===== src/rtl/stp_pkg.sv =====
package stp_pkg;
  localparam int REG_W   = 16;
  localparam int ADDR_W  = 3;
  localparam int OPC_W   = 3;
  localparam int GO_BIT  = 15;
  localparam int OPC_LSB = 12;
  localparam int VLD_BIT = 12;

  localparam logic [ADDR_W-1:0] ADDR_CMD = 3'd0;
  localparam logic [ADDR_W-1:0] ADDR_SID = 3'd1;
  localparam logic [ADDR_W-1:0] ADDR_VLD = 3'd2;
  localparam int                ADDR_DATA0 = 3;

  localparam logic [OPC_W-1:0] OPC_LOAD = 3'd3;
  localparam logic [OPC_W-1:0] OPC_NEXT = 3'd4;

  // nibble layout shared with the VLAN unit: state lives in the top two bits
  localparam int PORTS_PER_REG = 4;
  localparam int NIBBLE_W      = 4;
  localparam int STATE_OFS     = 2;
endpackage


===== src/rtl/stp_state_store.sv =====
module stp_state_store #(
  parameter int SID_W  = 6,
  parameter int NPORTS = 11,
  localparam int NSID = 1 << SID_W,
  localparam int ST_W = 2 * NPORTS
) (
  input  logic             clk_i,
  input  logic             rst_ni,
  input  logic             wr_en_i,
  input  logic [SID_W-1:0] wr_idx_i,
  input  logic             wr_valid_i,
  input  logic [ST_W-1:0]  wr_states_i,
  input  logic [SID_W-1:0] rd_idx_i,
  output logic [ST_W-1:0]  rd_states_o,
  output logic [NSID-1:0]  valid_o
);
  logic [ST_W-1:0] mem_q [NSID];
  logic [NSID-1:0] valid_q;

  // only the valid vector is reset; states are read only for valid entries
  always_ff @(posedge clk_i or negedge rst_ni) begin
    if (!rst_ni) valid_q <= '0;
    else if (wr_en_i) valid_q[wr_idx_i] <= wr_valid_i;
  end

  always_ff @(posedge clk_i) begin
    if (wr_en_i) mem_q[wr_idx_i] <= wr_valid_i ? wr_states_i : '0;
  end

  assign rd_states_o = mem_q[rd_idx_i];
  assign valid_o     = valid_q;
endmodule


===== src/rtl/stp_next_finder.sv =====
module stp_next_finder #(
  parameter int SID_W = 6,
  localparam int NSID = 1 << SID_W
) (
  input  logic [NSID-1:0]  valid_i,
  input  logic [SID_W-1:0] start_i,
  output logic             hit_o,
  output logic [SID_W-1:0] idx_o
);
  logic            wrap;
  logic [NSID-1:0] cand;

  assign wrap = &start_i;

  for (genvar g = 0; g < NSID; g++) begin : g_cand
    assign cand[g] = valid_i[g] && (wrap || (g > int'(start_i)));
  end

  always_comb begin
    hit_o = 1'b0;
    idx_o = '0;
    for (int i = NSID - 1; i >= 0; i--) begin
      if (cand[i]) begin
        hit_o = 1'b1;
        idx_o = SID_W'(i);
      end
    end
  end
endmodule


===== src/rtl/stp_lane_codec.sv =====
module stp_lane_codec
  import stp_pkg::*;
#(
  parameter int NPORTS = 11,
  localparam int NDATA = (NPORTS + PORTS_PER_REG - 1) / PORTS_PER_REG,
  localparam int DW    = NDATA * REG_W,
  localparam int ST_W  = 2 * NPORTS
) (
  input  logic [DW-1:0]   data_i,
  output logic [ST_W-1:0] states_o,
  input  logic [ST_W-1:0] states_i,
  output logic [DW-1:0]   data_o
);
  for (genvar p = 0; p < NPORTS; p++) begin : g_port
    localparam int POS = (p / PORTS_PER_REG) * REG_W
                       + (p % PORTS_PER_REG) * NIBBLE_W + STATE_OFS;
    assign states_o[2*p +: 2] = data_i[POS +: 2];
  end

  always_comb begin
    data_o = '0;
    for (int p = 0; p < NPORTS; p++) begin
      data_o[(p / PORTS_PER_REG) * REG_W + (p % PORTS_PER_REG) * NIBBLE_W
             + STATE_OFS +: 2] = states_i[2*p +: 2];
    end
  end
endmodule


===== src/rtl/stp_state_table.sv =====
module stp_state_table
  import stp_pkg::*;
#(
  parameter int SID_W  = 6,
  parameter int NPORTS = 11
) (
  input  logic              clk_i,
  input  logic              rst_ni,
  input  logic              reg_we_i,
  input  logic [ADDR_W-1:0] reg_addr_i,
  input  logic [REG_W-1:0]  reg_wdata_i,
  output logic [REG_W-1:0]  reg_rdata_o
);
  localparam int NSID  = 1 << SID_W;
  localparam int NDATA = (NPORTS + PORTS_PER_REG - 1) / PORTS_PER_REG;
  localparam int DW    = NDATA * REG_W;
  localparam int ST_W  = 2 * NPORTS;

  logic             busy_q;
  logic [OPC_W-1:0] opc_q;
  logic [SID_W-1:0] sid_q;
  logic             vld_q;
  logic [DW-1:0]    data_q;

  logic [NSID-1:0]  valid_vec;
  logic             hit;
  logic [SID_W-1:0] hit_idx;
  logic [ST_W-1:0]  rd_states;
  logic [ST_W-1:0]  wr_states;
  logic [DW-1:0]    found_data;
  logic             exec_load;
  logic             exec_next;

  assign exec_load = busy_q && (opc_q == OPC_LOAD);
  assign exec_next = busy_q && (opc_q == OPC_NEXT);

  stp_state_store #(.SID_W(SID_W), .NPORTS(NPORTS)) store_i (
    .clk_i       (clk_i),
    .rst_ni      (rst_ni),
    .wr_en_i     (exec_load),
    .wr_idx_i    (sid_q),
    .wr_valid_i  (vld_q),
    .wr_states_i (wr_states),
    .rd_idx_i    (hit_idx),
    .rd_states_o (rd_states),
    .valid_o     (valid_vec)
  );

  stp_next_finder #(.SID_W(SID_W)) finder_i (
    .valid_i (valid_vec),
    .start_i (sid_q),
    .hit_o   (hit),
    .idx_o   (hit_idx)
  );

  stp_lane_codec #(.NPORTS(NPORTS)) codec_i (
    .data_i   (data_q),
    .states_o (wr_states),
    .states_i (rd_states),
    .data_o   (found_data)
  );

  always_ff @(posedge clk_i or negedge rst_ni) begin
    if (!rst_ni) begin
      busy_q <= 1'b0;
      opc_q  <= '0;
      sid_q  <= '0;
      vld_q  <= 1'b0;
      data_q <= '0;
    end else if (busy_q) begin
      busy_q <= 1'b0;
      if (exec_next) begin
        if (hit) begin
          sid_q  <= hit_idx;
          vld_q  <= 1'b1;
          data_q <= found_data;
        end else begin
          vld_q <= 1'b0;
        end
      end
    end else if (reg_we_i) begin
      if (reg_addr_i == ADDR_CMD) begin
        if (reg_wdata_i[GO_BIT]) begin
          busy_q <= 1'b1;
          opc_q  <= reg_wdata_i[OPC_LSB +: OPC_W];
        end
      end else if (reg_addr_i == ADDR_SID) begin
        sid_q <= reg_wdata_i[SID_W-1:0];
      end else if (reg_addr_i == ADDR_VLD) begin
        vld_q <= reg_wdata_i[VLD_BIT];
      end else begin
        for (int k = 0; k < NDATA; k++) begin
          if (int'(reg_addr_i) == ADDR_DATA0 + k) data_q[k*REG_W +: REG_W] <= reg_wdata_i;
        end
      end
    end
  end

  always_comb begin
    reg_rdata_o = '0;
    if (reg_addr_i == ADDR_CMD) begin
      reg_rdata_o[GO_BIT]            = busy_q;
      reg_rdata_o[OPC_LSB +: OPC_W]  = opc_q;
    end else if (reg_addr_i == ADDR_SID) begin
      reg_rdata_o[SID_W-1:0] = sid_q;
    end else if (reg_addr_i == ADDR_VLD) begin
      reg_rdata_o[VLD_BIT] = vld_q;
    end else begin
      for (int k = 0; k < NDATA; k++) begin
        if (int'(reg_addr_i) == ADDR_DATA0 + k) reg_rdata_o = data_q[k*REG_W +: REG_W];
      end
    end
  end
endmodule


===== config.mk =====
export PLATFORM = sky130hd
export DESIGN_NAME = stp_state_table
export DESIGN_NICKNAME = d
export VERILOG_FILES = /design/src/rtl/stp_pkg.sv /design/src/rtl/stp_state_store.sv /design/src/rtl/stp_next_finder.sv /design/src/rtl/stp_lane_codec.sv /design/src/rtl/stp_state_table.sv
export SDC_FILE = /design/constraint.sdc
export NUM_CORES = 2
export LEC_CHECK = 0
export BUFFER_PORTS_ARGS = -buffer_cell sky130_fd_sc_hd__clkbuf_2
export CORE_AREA = 3 3 332 334
export DETAILED_ROUTE_END_ITERATION = 7
export DIE_AREA = 0 0 335 337
export PLACE_DENSITY = 0.76
export SETUP_SLACK_MARGIN = 0.1
export SLEW_MARGIN = 20
export SYNTH_ARGS = -nofsm -noshare
export SYNTH_HDL_FRONTEND = slang
export SYNTH_SLANG_ARGS = --single-unit

===== constraint.sdc =====
create_clock -name clk_i -period 4.6 [get_ports clk_i]
set_input_delay 1.15 -clock clk_i [delete_from_list [all_inputs] [get_ports clk_i]]
set_output_delay 1.15 -clock clk_i [all_outputs]
set_load 0.005 [all_outputs]

Word-level counts from Yosys, hierarchy flattened
Memories as Yosys holds them, arrays and structs flattened.
Cells that the tools add are included.

word-level totals
  memory bits (writable) = 1408
  bits in registers = 123
  input port bits = 22
  output and inout port bits = 16
  memories kept = 1
  logic and storage cells = 402

operators by class
  multiplexer cells = 171
  reductions and logical operators = 144
  bitwise operators = 1
  order comparisons = 65
  eq/ne operators = 12

memories
  memory         depth  width  read ports  clocked after memory_dff  write ports  line                   source
  store_i.mem_q  64     22     1           0                         1            stp_state_store.sv:17  logic [ST_W-1:0] mem_q [NSID];

operators by type and width
  cell                                                                                 count
  6-bit two-way mux                                                                    71
  48-bit two-way mux                                                                   7
  6-bit > comparator, first input constant                                             32
  5-bit by 6-bit > comparator with 1-bit output, first input constant                  16
  16-bit two-way mux                                                                   6
  1-bit two-way mux                                                                    79
  1-bit logical AND                                                                    67
  64-bit bitwise mux                                                                   1
  1-bit logical OR                                                                     63
  4-bit by 6-bit > comparator with 1-bit output, first input constant                  8
  3-bit by 6-bit > comparator with 1-bit output, first input constant                  4
  12-bit two-way mux                                                                   2
  22-bit two-way mux                                                                   1
  7-bit AND reduction                                                                  3
  3-bit equality test, second input constant                                           4
  2-bit by 6-bit > comparator with 1-bit output, first input constant                  2
  2-bit nonzero test                                                                   6
  10-bit two-way mux                                                                   1
  5-bit AND reduction                                                                  2
  6-bit by 7-bit less-than comparator with 1-bit output, second input constant         1
  1-bit demux with 6-bit select                                                        1
  3-bit by 2-bit equality test with 1-bit output, second input constant                2
  6-bit by 1-bit greater-or-equal comparator with 1-bit output, second input constant  1
  1-bit by 6-bit > comparator with 1-bit output, first input constant                  1
  9 further kinds                                                                      12

Depth between registers and ports, before layout
An unclocked memory read counts as a cell.

  depth after elaboration = 71
  depth in mapped cells = 20

By module
From an unflattened synthesis, not the netlist that was laid out.

unflattened totals
  cells, all modules = 3543
  area total of the unflattened synthesis = 63524.7 sq um

by module, submodules not included
  module           area an instance (sq um)  cells an instance  instances  seq. area each (sq um)
  stp_state_store  56950.9                   2725               1          43882.1
  stp_state_table  3368.2                    332                1          1476.4
  stp_next_finder  2676.3                    415                1          0.0
  stp_lane_codec   529.3                     71                 1          0.0

Worst setup path after synthesis
No wires, ideal clock.

  kind = reg-to-reg
  from = register sid_q[5]
  to = register data_q[15]
  path slack = 0.541 ns
  period minus slack after synthesis = 4.059 ns
  cell stages (with the launch flop) = 16
  arrival = 3.972 ns
  setup time = 0.087 ns
  data required time = 4.513 ns
  buffers on the path = 4
  path through = dfrtp_1 > buf_6 > nand2b_1 > or3_1 > o311ai_1 > o2111ai_1 > or3_1 > o32a_1 > a21oi_1 > buf_4 > buf_4 > clkbuf_1 > mux2i_1 > o21ai_1 > or4_1 > o211ai_1

on the way
  word-level cells in the longest chain between the ends = 71
  elaborated cells between the ends (all ways) = 325
  those cells by class = order compare: 63; eq/ne: 1; mux: 131; reduce/logical: 129; memory: 1

RTL lines
  item                                                              line                                          source
  start, declared                                                   stp_state_table.sv:21                         logic [SID_W-1:0] sid_q;
  start signal, assigned                                            stp_state_table.sv:74                         sid_q <= hit_idx;
  start signal, assigned                                            stp_state_table.sv:88                         sid_q <= reg_wdata_i[SID_W-1:0];
  6-bit > comparator / 6-bit AND reduction (equally long branches)  stp_next_finder.sv:16, stp_next_finder.sv:13
  1-bit logical OR                                                  stp_next_finder.sv:16                         assign cand[g] = valid_i[g] && (wrap || (g > int'(start_i)));
  1-bit logical AND                                                 stp_next_finder.sv:16
  6-bit two-way mux (64 in series)                                  stp_next_finder.sv:23                         if (cand[i]) begin
  memory read 64 x 22 bit                                           n/a
  48-bit two-way mux                                                stp_state_table.sv:73                         if (hit) begin
  48-bit two-way mux                                                stp_state_table.sv:72                         if (exec_next) begin
  48-bit two-way mux                                                stp_state_table.sv:70                         end else if (busy_q) begin
  end signal, assigned                                              stp_state_table.sv:76                         data_q <= found_data;
  end, declared                                                     stp_state_table.sv:23                         logic [DW-1:0] data_q;

Parallel ways exist; a longest one is shown, timed or not. The select of a mux whose other input is x is not followed.
A chain may end at the register's enable or synchronous reset.

Final worst setup path
  from = register sid_q[2]
  to = register data_q[15]

Same word-level chain as after synthesis.

==> impl_results.md <==
- Outcome: complete, but fails checks
- Failing checks: setup timing
- I/O Buffers: 37
- Slew Limit Fails: 0
- Max-cap violations: 0
- Clock transition at the registers of the reported paths: 0.06 ns
- Min Tclk post-route: 4.74 ns
- Detail Route Antenna Nets: 0
- Critical path launch point type: flip-flop
- Endpoints failing setup: 21
- Commonest non-fill, non-tap cells in the layout: edfxtp_1 (1408), nand2_1 (571), buf_4 (542), mux2i_1 (447)
- Net count reported at finish: 4995
- DR vias/cell: 6.85
- CTS tree: yes
- Cell Chain, Critical Path: buf_12 > or3_1 > nand3_1 > o21ai_0 > and4_1 > o41a_1 > buf_6 > o32a_1 > a21oi_4 > buf_12 > buf_12 > buf_6 > buf_16 > mux2i_4 > o22ai_2 > or4_4 > buf_6 > o211ai_1
- Number of synthesized flops with an enable pin: 1408
- P per Cell Area: 422 nW/µm²
- RD Place Congestion: 1.05
- Placed wire-length estimate: 128 mm
- Synth Cell Area: 64200 µm²
- Final wirelength: 205 mm
- Initial Utilization: 0.599
- Core ar.: 107000 µm²
- Dominant cells by area after synthesis: edfxtp_1 (66%), mux2i_1 (7.5%), dfrtp_1 (4.8%)
- Power, Total: 32.7 mW
- First-pass GRT wire length: 290 mm
- Total global routing overflow: 0
- Final Skew: 0.0332 ns
- CP max-delay cell: or4_4
- Worst setup path class: reg2reg
- Ys flop type: edfxtp_1
- Rows: 120
- Share of layout cells above drive strength 1: 0.263
- Final core utilization: 0.723
- Initial antenna violation count: 6
- Fmax: 211 MHz
- CP Buf/Inv Count: 7
- Reg area: 45400 µm²
- Post-synth ARST share: 0.0803
- CTS Buf Count: 151
- Most common cell after layout, fill and taps aside: edfxtp_1
- Pre-antenna DRT Iters: 6
- Fillcell total: 6512
- RSZ-0062 raised after global routing: true
- Slew headroom: 0.246
- Final worst slack: -0.145 ns
- Largest net degree at the start of global routing: 71
- Sink Count: 1531
- Root Driver: clkbuf_16
- Critical Path RT: 5.28 ns
- Htree depth: 4
- CP Capture Type: flip-flop
- Synth top area share: 0.658
- WL/cell: 31.6 µm
- CP top delay family: simple AND/OR/NAND/NOR gates
- Syn Nets: 4398
- Syn. warnings: 0
- Worst Path Arrival: 5.43 ns
- Total GRT Usage: 0.357
- Period utilization: 1.03
- Worst-Margin Slew: 1.13 ns
- Latest clock arrival within the worst-skew pair: 0.77 ns
- Ant diodes: 0
- Die height: 337 µm
- I/O pins: 38
- Syn_area_per_cell: 14.7 µm²
- Final Hold Fails: 0
- Largest stage delay, worst path: 0.61 ns
- Cell count after synthesis: 4376
- Worst vdd ir: 0.357 mV
- Setup WS pre-CTS: -0.397 ns
- Leading area contributor after synthesis: edfxtp_1
- DRC errors left: 0
- Post-synth cell types: 102
- Die X-Extent: 335 µm
- #FFs+latches synth: 1531
- Vias in the first global route: 42800
- LEAKAGE: 27.3 nW
- CTS max path bufs: 3
- Via count: 44500
- Multi-input gate area: 18400 µm²
- Top fanout value on the critical path: 7
- Part of the Yosys area used for sequential elements: 0.706
- Die footprint: 113000 µm²
- Drt initial violations: 7149
- P&R area growth vs syn: 20.7%
- Worst hold path type: in2async
==> layout make-up <==
type,instances,area share
flip-flops and latches,1531,0.585
clock inverters,76,0.00973
multi-input cells,2513,0.237
clock buffers,193,0.0519
well taps,1403,0.0226
repair buffers,724,0.0917
inverters,52,0.00252
==> registers in the layout, indices dropped and copies added, names as in the netlist <==
register / count
store_i.valid_o: 64
sid_q: 6
data_q: 48
vld_q: 1
busy_q: 1
store_i.mem_q: 1408
opc_q: 3
==> cells in the mapped netlist (78+ instances only) <==
master	n
buf_2	93
clkbuf_1	110
edfxtp_1	1408
mux2_2	105
nor2_1	139
o21ai_0	87
nand2_1	575
mux2i_1	484
dfrtp_1	123
nand3_1	168
a21oi_1	78
o211ai_1	127
==> cell families after synthesis <==
logic type,after synthesis,synth area share
XOR/XNOR,2,0.000273
multiplexers,597,0.0966
buffers and inverters,334,0.0265
AND/OR/NAND/NOR,1160,0.0841
AO/OA/AOI/OAI,752,0.0866
flip-flops,1531,0.706
==> what timing repair did <==
| item | in CTS | in global routing |
|---|---|---|
| cloned | 19 | 8 |
| hold buffers | 0 | 0 |
| endpoints found under the setup margin | 22 | 22 |
| resized for setup | 130 | 132 |
| setup buffers | 30 | 30 |
| pin swaps | 41 | 55 |
==> through the flow <==
stage	TNS, ns	hold WS [ns]	cells	area (µm²)
after detailed placement	-5.92	0.472	6139	70400
after global placement	-5.70	0.463	6139	70400
after floorplan	0	0.450	4376	64200
after global routing	-1.88	0.482	6492	77600
final	-1.89	0.446	6492	77600
after CTS	0	0.438	6457	76600
==> per-layer routing <==
layer,vias to the layer above,GRT usage,wire length [µm]
met4,4,0.191,12500
li1,18200,-,-
met2,3502,0.548,93000
met1,22100,0.470,73100
met3,707,0.0975,26700
met5,-,0,24
==> final timing paths <==
check | to | slack [ns] | cells past startpoint | start
worst max-delay path | data_q[15] | -0.14 | 18 | sid_q[2]
worst min-delay path | data_q[37] | 0.45 | 1 | rst_ni
worst max register to register | data_q[15] | -0.14 | 18 | sid_q[2]
worst min register to register | data_q[36] | 0.49 | 2 | data_q[36]
max in group asynchronous | store_i.valid_o[43] | 3.24 | 2 | rst_ni
min in group clk_i | data_q[36] | 0.49 | 2 | data_q[36]
==> power by group <==
group	internal, mW	total, mW	leakage (nW)	switching, mW
logic	1.72	4.71	10.4	2.99
registers	15.8	16.0	14.5	0.152
clock network	6.88	12.1	2.33	5.19
total	24.4	32.7	27.3	8.34
No activity file was read; power rests on OpenSTA's default activity.
